==> config.mk <==
export PLATFORM = sky130hd
export DESIGN_NAME = gpt_walker
export DESIGN_NICKNAME = d
export VERILOG_FILES = /design/src/rtl/gpt_pkg.sv /design/src/rtl/gpt_cfg_decode.sv /design/src/rtl/gpt_perm_decode.sv /design/src/rtl/gpt_walker.sv
export SDC_FILE = /design/constraint.sdc
export NUM_CORES = 1
export LEC_CHECK = 0
export CAP_MARGIN = 20
export CORE_MARGIN = 2
export CORE_UTILIZATION = 48
export CTS_CLUSTER_DIAMETER = 80
export DETAILED_ROUTE_END_ITERATION = 8
export DONT_BUFFER_PORTS = 1
export MAX_ROUTING_LAYER = met4
export SLEW_MARGIN = 5
export SYNTH_ARGS = -nofsm -noshare
export SYNTH_HDL_FRONTEND = slang
export SYNTH_SLANG_ARGS = --single-unit
==> constraint.sdc <==
create_clock -name clk -period 11.2 [get_ports clk]
set_input_delay 1.12 -clock clk [delete_from_list [all_inputs] [get_ports clk]]
set_output_delay 1.12 -clock clk [all_outputs]
set_load 0.01 [all_outputs]
==> src/rtl/gpt_pkg.sv <==
package gpt_pkg;

    typedef enum logic [1:0] {
        GF_FAIL = 2'd0,
        GF_EABT = 2'd1,
        GF_SIZE = 2'd2,
        GF_WALK = 2'd3
    } gpt_fault_e;

    typedef enum logic [2:0] {
        S_IDLE,
        S_CHECK,
        S_L0_REQ,
        S_L0_WAIT,
        S_L1_REQ,
        S_L1_WAIT,
        S_PERM,
        S_DONE
    } gpt_state_e;

    localparam logic [1:0] SP_SECURE = 2'd0;
    localparam logic [1:0] SP_NONSEC = 2'd1;
    localparam logic [1:0] SP_ROOT   = 2'd2;
    localparam logic [1:0] SP_REALM  = 2'd3;

    function automatic logic [6:0] pps_bits(input logic [2:0] code);
        case (code)
            3'd0:    pps_bits = 7'd32;
            3'd1:    pps_bits = 7'd36;
            3'd2:    pps_bits = 7'd40;
            3'd3:    pps_bits = 7'd42;
            3'd4:    pps_bits = 7'd44;
            3'd5:    pps_bits = 7'd48;
            default: pps_bits = 7'd52;
        endcase
    endfunction

endpackage

==> src/rtl/gpt_cfg_decode.sv <==
module gpt_cfg_decode
    import gpt_pkg::*;
#(
    parameter int PA_W = 52
) (
    input  logic [15:0]     cfg_i,
    input  logic [2:0]      pa_range_i,
    input  logic [PA_W-13:0] tbr_i,
    input  logic [PA_W-1:0] addr_i,
    output logic            en_o,
    output logic            cfg_bad_o,
    output logic            addr_over_o,
    output logic            base_over_o,
    output logic [6:0]      pgs_o,
    output logic [6:0]      l0sz_o,
    output logic [63:0]     pps_mask_o,
    output logic [63:0]     l0_mask_o,
    output logic [63:0]     l1_align_mask_o,
    output logic [63:0]     base_o
);

    logic [2:0]  pps_code;
    logic [1:0]  pgs_code, sh, irgn, orgn;
    logic [3:0]  l0_field;
    logic [6:0]  pps, al0, al1;
    logic        pgs_bad, sh_bad;
    logic [63:0] addr64, base_raw;

    assign pps_code = cfg_i[3:1];
    assign pgs_code = cfg_i[5:4];
    assign sh       = cfg_i[7:6];
    assign irgn     = cfg_i[9:8];
    assign orgn     = cfg_i[11:10];
    assign l0_field = cfg_i[15:12];

    always_comb begin
        en_o    = cfg_i[0];
        pps     = pps_bits(pps_code);
        pgs_bad = 1'b0;
        unique case (pgs_code)
            2'b00: pgs_o = 7'd12;
            2'b01: pgs_o = 7'd16;
            2'b10: pgs_o = 7'd14;
            default: begin
                pgs_o   = 7'd12;
                pgs_bad = 1'b1;
            end
        endcase
        sh_bad = (sh == 2'b01) ||
                 ((sh != 2'b10) && (irgn == 2'b00) && (orgn == 2'b00));
        cfg_bad_o = (pps_code > pa_range_i) || sh_bad || pgs_bad;

        l0sz_o     = 7'd30 + {3'b000, l0_field};
        pps_mask_o = (64'd1 << pps) - 64'd1;
        l0_mask_o  = (64'd1 << l0sz_o) - 64'd1;

        addr64      = 64'(addr_i);
        addr_over_o = |(addr64 & ~pps_mask_o);

        base_raw    = 64'({tbr_i, 12'h000});
        base_over_o = |(base_raw & ~pps_mask_o);
        al0    = ((pps + 7'd3) > (l0sz_o + 7'd12)) ? (pps + 7'd3 - l0sz_o) : 7'd12;
        base_o = base_raw & ~((64'd1 << al0) - 64'd1);

        al1 = (l0sz_o > (pgs_o + 7'd13)) ? (l0sz_o - pgs_o - 7'd1) : 7'd12;
        l1_align_mask_o = (64'd1 << al1) - 64'd1;
    end

endmodule

==> src/rtl/gpt_perm_decode.sv <==
module gpt_perm_decode
    import gpt_pkg::*;
(
    input  logic [3:0] gpi_i,
    input  logic [1:0] space_i,
    output logic       allow_o,
    output logic       reserved_o
);

    always_comb begin
        allow_o    = 1'b0;
        reserved_o = 1'b0;
        if (gpi_i == 4'b1111) begin
            allow_o = 1'b1;
        end else if (gpi_i[3:2] == 2'b10) begin
            allow_o = (gpi_i[1:0] == space_i);
        end else if (gpi_i != 4'b0000) begin
            reserved_o = 1'b1;
        end
    end

endmodule

==> src/rtl/gpt_walker.sv <==
module gpt_walker
    import gpt_pkg::*;
#(
    parameter int PA_W = 52
) (
    input  logic             clk,
    input  logic             rst_n,
    input  logic             req_valid_i,
    output logic             req_ready_o,
    input  logic [PA_W-1:0]  req_addr_i,
    input  logic [1:0]       req_space_i,
    input  logic [15:0]      cfg_i,
    input  logic [PA_W-13:0] tbr_i,
    input  logic [2:0]       pa_range_i,
    output logic             mem_req_o,
    output logic [PA_W-1:0]  mem_addr_o,
    input  logic             mem_rvalid_i,
    input  logic             mem_err_i,
    input  logic [63:0]      mem_rdata_i,
    output logic             res_valid_o,
    output logic             res_pass_o,
    output logic [1:0]       res_class_o,
    output logic             res_level_o,
    output logic [PA_W-1:0]  res_addr_o,
    output logic [1:0]       res_space_o
);

    gpt_state_e state_q, state_d;

    logic [PA_W-1:0]  addr_q, maddr_q, maddr_d;
    logic [1:0]       space_q;
    logic [15:0]      cfg_q;
    logic [PA_W-13:0] tbr_q;
    logic [2:0]       range_q;
    logic [3:0]       gpi_q, gpi_d;
    logic             pass_q, pass_d, lvl_q, lvl_d;
    gpt_fault_e       cls_q, cls_d;

    logic        dec_en, dec_cfg_bad, dec_addr_over, dec_base_over;
    logic [6:0]  dec_pgs, dec_l0sz;
    logic [63:0] dec_pps_mask, dec_l0_mask, dec_l1_al, dec_base;
    logic        perm_allow, perm_resv;

    logic [63:0] addr64, l0_entry_addr, l1_tbl, l1_entry_addr;
    logic [3:0]  nib_sel, packed_gpi;
    logic        accept;

    gpt_cfg_decode #(.PA_W(PA_W)) u_dec (
        .cfg_i          (cfg_q),
        .pa_range_i     (range_q),
        .tbr_i          (tbr_q),
        .addr_i         (addr_q),
        .en_o           (dec_en),
        .cfg_bad_o      (dec_cfg_bad),
        .addr_over_o    (dec_addr_over),
        .base_over_o    (dec_base_over),
        .pgs_o          (dec_pgs),
        .l0sz_o         (dec_l0sz),
        .pps_mask_o     (dec_pps_mask),
        .l0_mask_o      (dec_l0_mask),
        .l1_align_mask_o(dec_l1_al),
        .base_o         (dec_base)
    );

    gpt_perm_decode u_perm (
        .gpi_i     (gpi_q),
        .space_i   (space_q),
        .allow_o   (perm_allow),
        .reserved_o(perm_resv)
    );

    assign accept = req_valid_i && (state_q == S_IDLE);

    // index arithmetic for both levels
    always_comb begin
        addr64        = 64'(addr_q);
        l0_entry_addr = dec_base + (((addr64 & dec_pps_mask) >> dec_l0sz) << 3);
        l1_tbl        = mem_rdata_i & ~64'hF;
        l1_entry_addr = l1_tbl + (((addr64 & dec_l0_mask) >> (dec_pgs + 7'd4)) << 3);
        nib_sel       = 4'(addr64 >> dec_pgs);
        packed_gpi    = 4'(mem_rdata_i >> {nib_sel, 2'b00});
    end

    // next state and result bookkeeping
    always_comb begin
        state_d = state_q;
        maddr_d = maddr_q;
        gpi_d   = gpi_q;
        pass_d  = pass_q;
        lvl_d   = lvl_q;
        cls_d   = cls_q;
        unique case (state_q)
            S_IDLE: begin
                if (accept) begin
                    state_d = S_CHECK;
                    pass_d  = 1'b0;
                    lvl_d   = 1'b0;
                    cls_d   = GF_FAIL;
                end
            end
            S_CHECK: begin
                state_d = S_DONE;
                if (!dec_en) begin
                    pass_d = 1'b1;
                end else if (dec_cfg_bad) begin
                    cls_d = GF_WALK;
                end else if (dec_addr_over) begin
                    if (space_q == SP_NONSEC) pass_d = 1'b1;
                    else                      cls_d  = GF_SIZE;
                end else if (dec_base_over) begin
                    cls_d = GF_SIZE;
                end else begin
                    maddr_d = PA_W'(l0_entry_addr);
                    state_d = S_L0_REQ;
                end
            end
            S_L0_REQ: state_d = S_L0_WAIT;
            S_L0_WAIT: begin
                if (mem_rvalid_i) begin
                    state_d = S_DONE;
                    cls_d   = GF_WALK;
                    if (mem_err_i) begin
                        cls_d = GF_EABT;
                    end else if (mem_rdata_i[3:0] == 4'd1) begin
                        if (mem_rdata_i[63:8] == '0) begin
                            gpi_d   = mem_rdata_i[7:4];
                            state_d = S_PERM;
                        end
                    end else if (mem_rdata_i[3:0] == 4'd3) begin
                        if (((l1_tbl & ~dec_pps_mask) == '0) &&
                            ((l1_tbl & dec_l1_al) == '0)) begin
                            maddr_d = PA_W'(l1_entry_addr);
                            lvl_d   = 1'b1;
                            state_d = S_L1_REQ;
                        end
                    end
                end
            end
            S_L1_REQ: state_d = S_L1_WAIT;
            S_L1_WAIT: begin
                if (mem_rvalid_i) begin
                    state_d = S_DONE;
                    if (mem_err_i) begin
                        cls_d = GF_EABT;
                    end else if (mem_rdata_i[3:0] == 4'd1) begin
                        if ((mem_rdata_i[63:10] != '0) || (mem_rdata_i[9:8] == 2'b00)) begin
                            cls_d = GF_WALK;
                        end else begin
                            gpi_d   = mem_rdata_i[7:4];
                            state_d = S_PERM;
                        end
                    end else begin
                        gpi_d   = packed_gpi;
                        state_d = S_PERM;
                    end
                end
            end
            S_PERM: begin
                state_d = S_DONE;
                if (perm_resv)       cls_d  = GF_WALK;
                else if (perm_allow) pass_d = 1'b1;
                else                 cls_d  = GF_FAIL;
            end
            S_DONE: state_d = S_IDLE;
            default: state_d = S_IDLE;
        endcase
    end

    // state register
    always_ff @(posedge clk or negedge rst_n) begin
        if (!rst_n) begin
            state_q <= S_IDLE;
            maddr_q <= '0;
            gpi_q   <= '0;
            pass_q  <= 1'b0;
            lvl_q   <= 1'b0;
            cls_q   <= GF_FAIL;
            addr_q  <= '0;
            space_q <= '0;
            cfg_q   <= '0;
            tbr_q   <= '0;
            range_q <= '0;
        end else begin
            state_q <= state_d;
            maddr_q <= maddr_d;
            gpi_q   <= gpi_d;
            pass_q  <= pass_d;
            lvl_q   <= lvl_d;
            cls_q   <= cls_d;
            if (accept) begin
                addr_q  <= req_addr_i;
                space_q <= req_space_i;
                cfg_q   <= cfg_i;
                tbr_q   <= tbr_i;
                range_q <= pa_range_i;
            end
        end
    end

    // outputs
    always_comb begin
        req_ready_o = (state_q == S_IDLE);
        mem_req_o   = (state_q == S_L0_REQ) || (state_q == S_L1_REQ);
        mem_addr_o  = maddr_q;
        res_valid_o = (state_q == S_DONE);
        res_pass_o  = pass_q;
        res_class_o = cls_q;
        res_level_o = lvl_q;
        res_addr_o  = addr_q;
        res_space_o = space_q;
    end

    // a disabled configuration passes straight away
    p_disabled_pass_r1: assert property (@(posedge clk) disable iff (!rst_n)
        (state_q == S_CHECK && !dec_en) |=> (res_valid_o && res_pass_o));

    // illegal configuration is a level 0 walk fault
    p_cfg_walk_r2: assert property (@(posedge clk) disable iff (!rst_n)
        (state_q == S_CHECK && dec_en && dec_cfg_bad) |=>
        (res_valid_o && !res_pass_o && res_class_o == GF_WALK && !res_level_o));

    // non-secure address beyond the protected size passes
    p_ns_over_pass_r4: assert property (@(posedge clk) disable iff (!rst_n)
        (state_q == S_CHECK && dec_en && !dec_cfg_bad && dec_addr_over &&
         space_q == SP_NONSEC) |=> (res_valid_o && res_pass_o));

    // a read error ends the walk as an external abort
    p_eabt_r6: assert property (@(posedge clk) disable iff (!rst_n)
        ((state_q == S_L0_WAIT || state_q == S_L1_WAIT) && mem_rvalid_i && mem_err_i) |=>
        (res_valid_o && !res_pass_o && res_class_o == GF_EABT));

    // read requests are single-cycle pulses
    p_mem_pulse_r11: assert property (@(posedge clk) disable iff (!rst_n)
        mem_req_o |=> (!mem_req_o && !res_valid_o));

    // result pulse returns the walker to ready
    p_ready_after_result_r11: assert property (@(posedge clk) disable iff (!rst_n)
        res_valid_o |=> (req_ready_o && !res_valid_o));

endmodule

==> out/results.ini <==
[critical_path]
crit_type=register to register
crit_fanout=18
end_kind=register
cp_data_arrival_time_ps=9860
cp.required_ps=11560
crit_path_start_kind=register

[sta]
rsz0062_at_grt=false
clock_skew_ps=26.05
worst_slew_pin_slew_ps=1158
fmaxAchievable_mhz=105.3
max_slew_margin_pct=22.06
period_minus_slack_ps=9501
finalHoldViolCount=0
slew_viol_final=0
totalNegativeSetupSlack_ps=0
finalSetupViolations=0
min_period_over_period_pct=84.83

[global_routing]
grt_pass1_vias=17740
grt_pass1_wl_mm=118.1
grt_overflow=0
grtUsageTotal_pct=42.65
antenna_found_initial=5
grt_max_degree=174

[die]
initial_utilization_pct=48.77
core_area_sq_um=36700
core.rowCount=70
ioPinCount=295
die_height_um=197.1
dieArea_sq_um=38850
die_w_um=197.1

[cells_and_area]
nNetsFinal=2462
drive_gt1_share_pct=13.24
finalInstanceArea_sq_um=18970
syn_to_final_growth_pct=5.963
fin_cells=2671

[routing]
dr_wl_met2_mm=36.15
dr.max_layer_used=met4
wl_met1_mm=30.47
drc=2
dr.pass1.iters=9
detail_route.wl_per_cell_um=30.26
vias_per_cell=7.032
vias=18780
met3_length_mm=8.011
routed_wl_mm=80.83
antenna_left=0
drt_first_iter_violations=2210

[clock_tree]
cts.clk_slew.worst_paths_ps=80
postCtsSetupBuffers=0
cts.sinks=173
cts_resized=0
cts_tree=done
cts-root-buf=clkbuf_16
cts_buffer_depth=2
insertion_delay_ps=490
cts_hold_buffers=0
htreeDepth=4
cts_buffers=17

[logic_synthesis]
seq_area_frac_synth_pct=24.19
yosys_register_bits=173
yosys_warnings=0
syn_area_per_cell_sq_um=8.001
synth_edf_count=0
synth_cell_types=97
ys_async_sr_fraction_pct=100.0
synth_ff_type=dfrtp_1
syn-cell-area_sq_um=17900
syn_inst=2237

[place]
port_buffers=0
placedCellCount=2634
gp_congestion=1.065
dp_hpwl_mm=64.37
placed_area_sq_um=18320

[worst_hold_path]
min_path_type=input port to async pin

[run_status]
violations=design-rule violations
status=finished, violations left

[job]
drv_cap=0

[stage by stage]
stage               util, %  setup slack [ps]  hold WS (ps)
finish                51.68              1699         330.4
global route          51.67              1045         312.2
CTS                   51.65              1936         310.6
detailed placement    49.91              1987         503.9
global placement      49.91              2150         492.4
floorplan                 -              3558         472.1
[state kept, by name (all words and copies together), names as in the netlist]
register	cells
state_q	3
range_q	3
gpi_q	4
cfg_q	16
tbr_q	40
res_pass_o	1
res_class_o	2
res_level_o	1
res_addr_o	52
res_space_o	2
mem_addr_o	49
[cell type report]
class / count / area [sq um]
clock inverters: 15 / 211.5
multi-input cells: 1891 / 12890
well taps: 468 / 585.6
fillers: 3513 / 17730
clock buffers: 17 / 425.4
flip-flops and latches: 173 / 4333
repair buffers: 33 / 247.7
diodes: 5 / 12.51
inverters: 69 / 259.0
[per-layer routing]
layer	vias up	GRT usage, %
met5	-	-
met4	0	27.62
met3	333	10.77
met2	1167	65.57
met1	9019	49.71
li1	8263	-
[synth_stat cells, types with 38 or more instances]
master	n	area, sq um
a211oi_1	38	285.3
a21oi_1	151	755.7
clkbuf_1	92	345.3
dfrtp_1	173	4329
ha_1	90	1126
inv_1	64	240.2
mux2_2	164	1847
mux2i_1	42	420.4
nand2_1	239	897.1
nand3_1	76	380.4
nor2_1	198	743.2
nor3_1	43	215.2
o21ai_0	186	930.9
xnor2_1	51	446.7
xor2_1	39	341.6
[layout by cell type, fill, tap and decap left out, types with 24 or more instances in the layout]
master	n
inv_1	64
nor4_1	24
o21ai_0	185
xnor2_1	51
buf_4	33
nor3_1	43
nor2_1	197
a31oi_1	34
dfrtp_1	170
a21oi_1	151
nand3_1	76
mux2_2	164
o211ai_1	33
xor2_1	39
a211oi_1	37
mux2i_1	42
a21o_1	31
ha_1	90
nand2_1	239
nand4_1	30
nand2b_1	31
[worst max-delay path: stages, from the launching register on]
cell       delay (ps)
dfrtp_1           770
clkinv_1          690
ha_1              710
inv_1             360
nor2_1            160
o21ai_1           560
nand2_1           270
ha_1              390
and4_1            280
a221oi_2           80
buf_4             210
nor2_1            540
nand2_1           190
o32a_1            450
a21boi_0          360
ha_1              310
a21o_1            150
a21o_1            210
a2111oi_0         570
o31ai_1           210
o41ai_1           440
o21ai_0           240
nand2_1           190
or4_1             330
o21ai_0           160
o211ai_1          120
o21ai_0           110
mux2_2            300
[worst paths after layout]
path | from | depth (start not counted) | slack [ps] | end
worst max-delay path | cfg_q[14] | 27 | 1700 | mem_addr_o[43]
worst min-delay path | rst_n | 0 | 330 | res_addr_o[15]
worst max register to register | cfg_q[14] | 27 | 1700 | mem_addr_o[43]
worst min register to register | tbr_q[11] | 1 | 520 | tbr_q[11]
max in group asynchronous | rst_n | 0 | 10300 | mem_addr_o[14]
min in group clk | tbr_q[11] | 1 | 520 | tbr_q[11]
[kinds of logic (layout without fill, tap and decap cells)]
family	Yosys count	count (layout)	synth area share [%]
compound gates	694	694	25.57
xor+xnor	91	91	4.530
fa+ha+maj	96	96	6.907
buf+inv	190	134	4.348
flops	173	173	24.19
mux	218	218	13.67
other cells	2	24	0.04196
simple gates	773	773	20.74
Power is not shown: default switching activity piles up to over one toggle a cycle in this logic, so the estimate is an artifact.
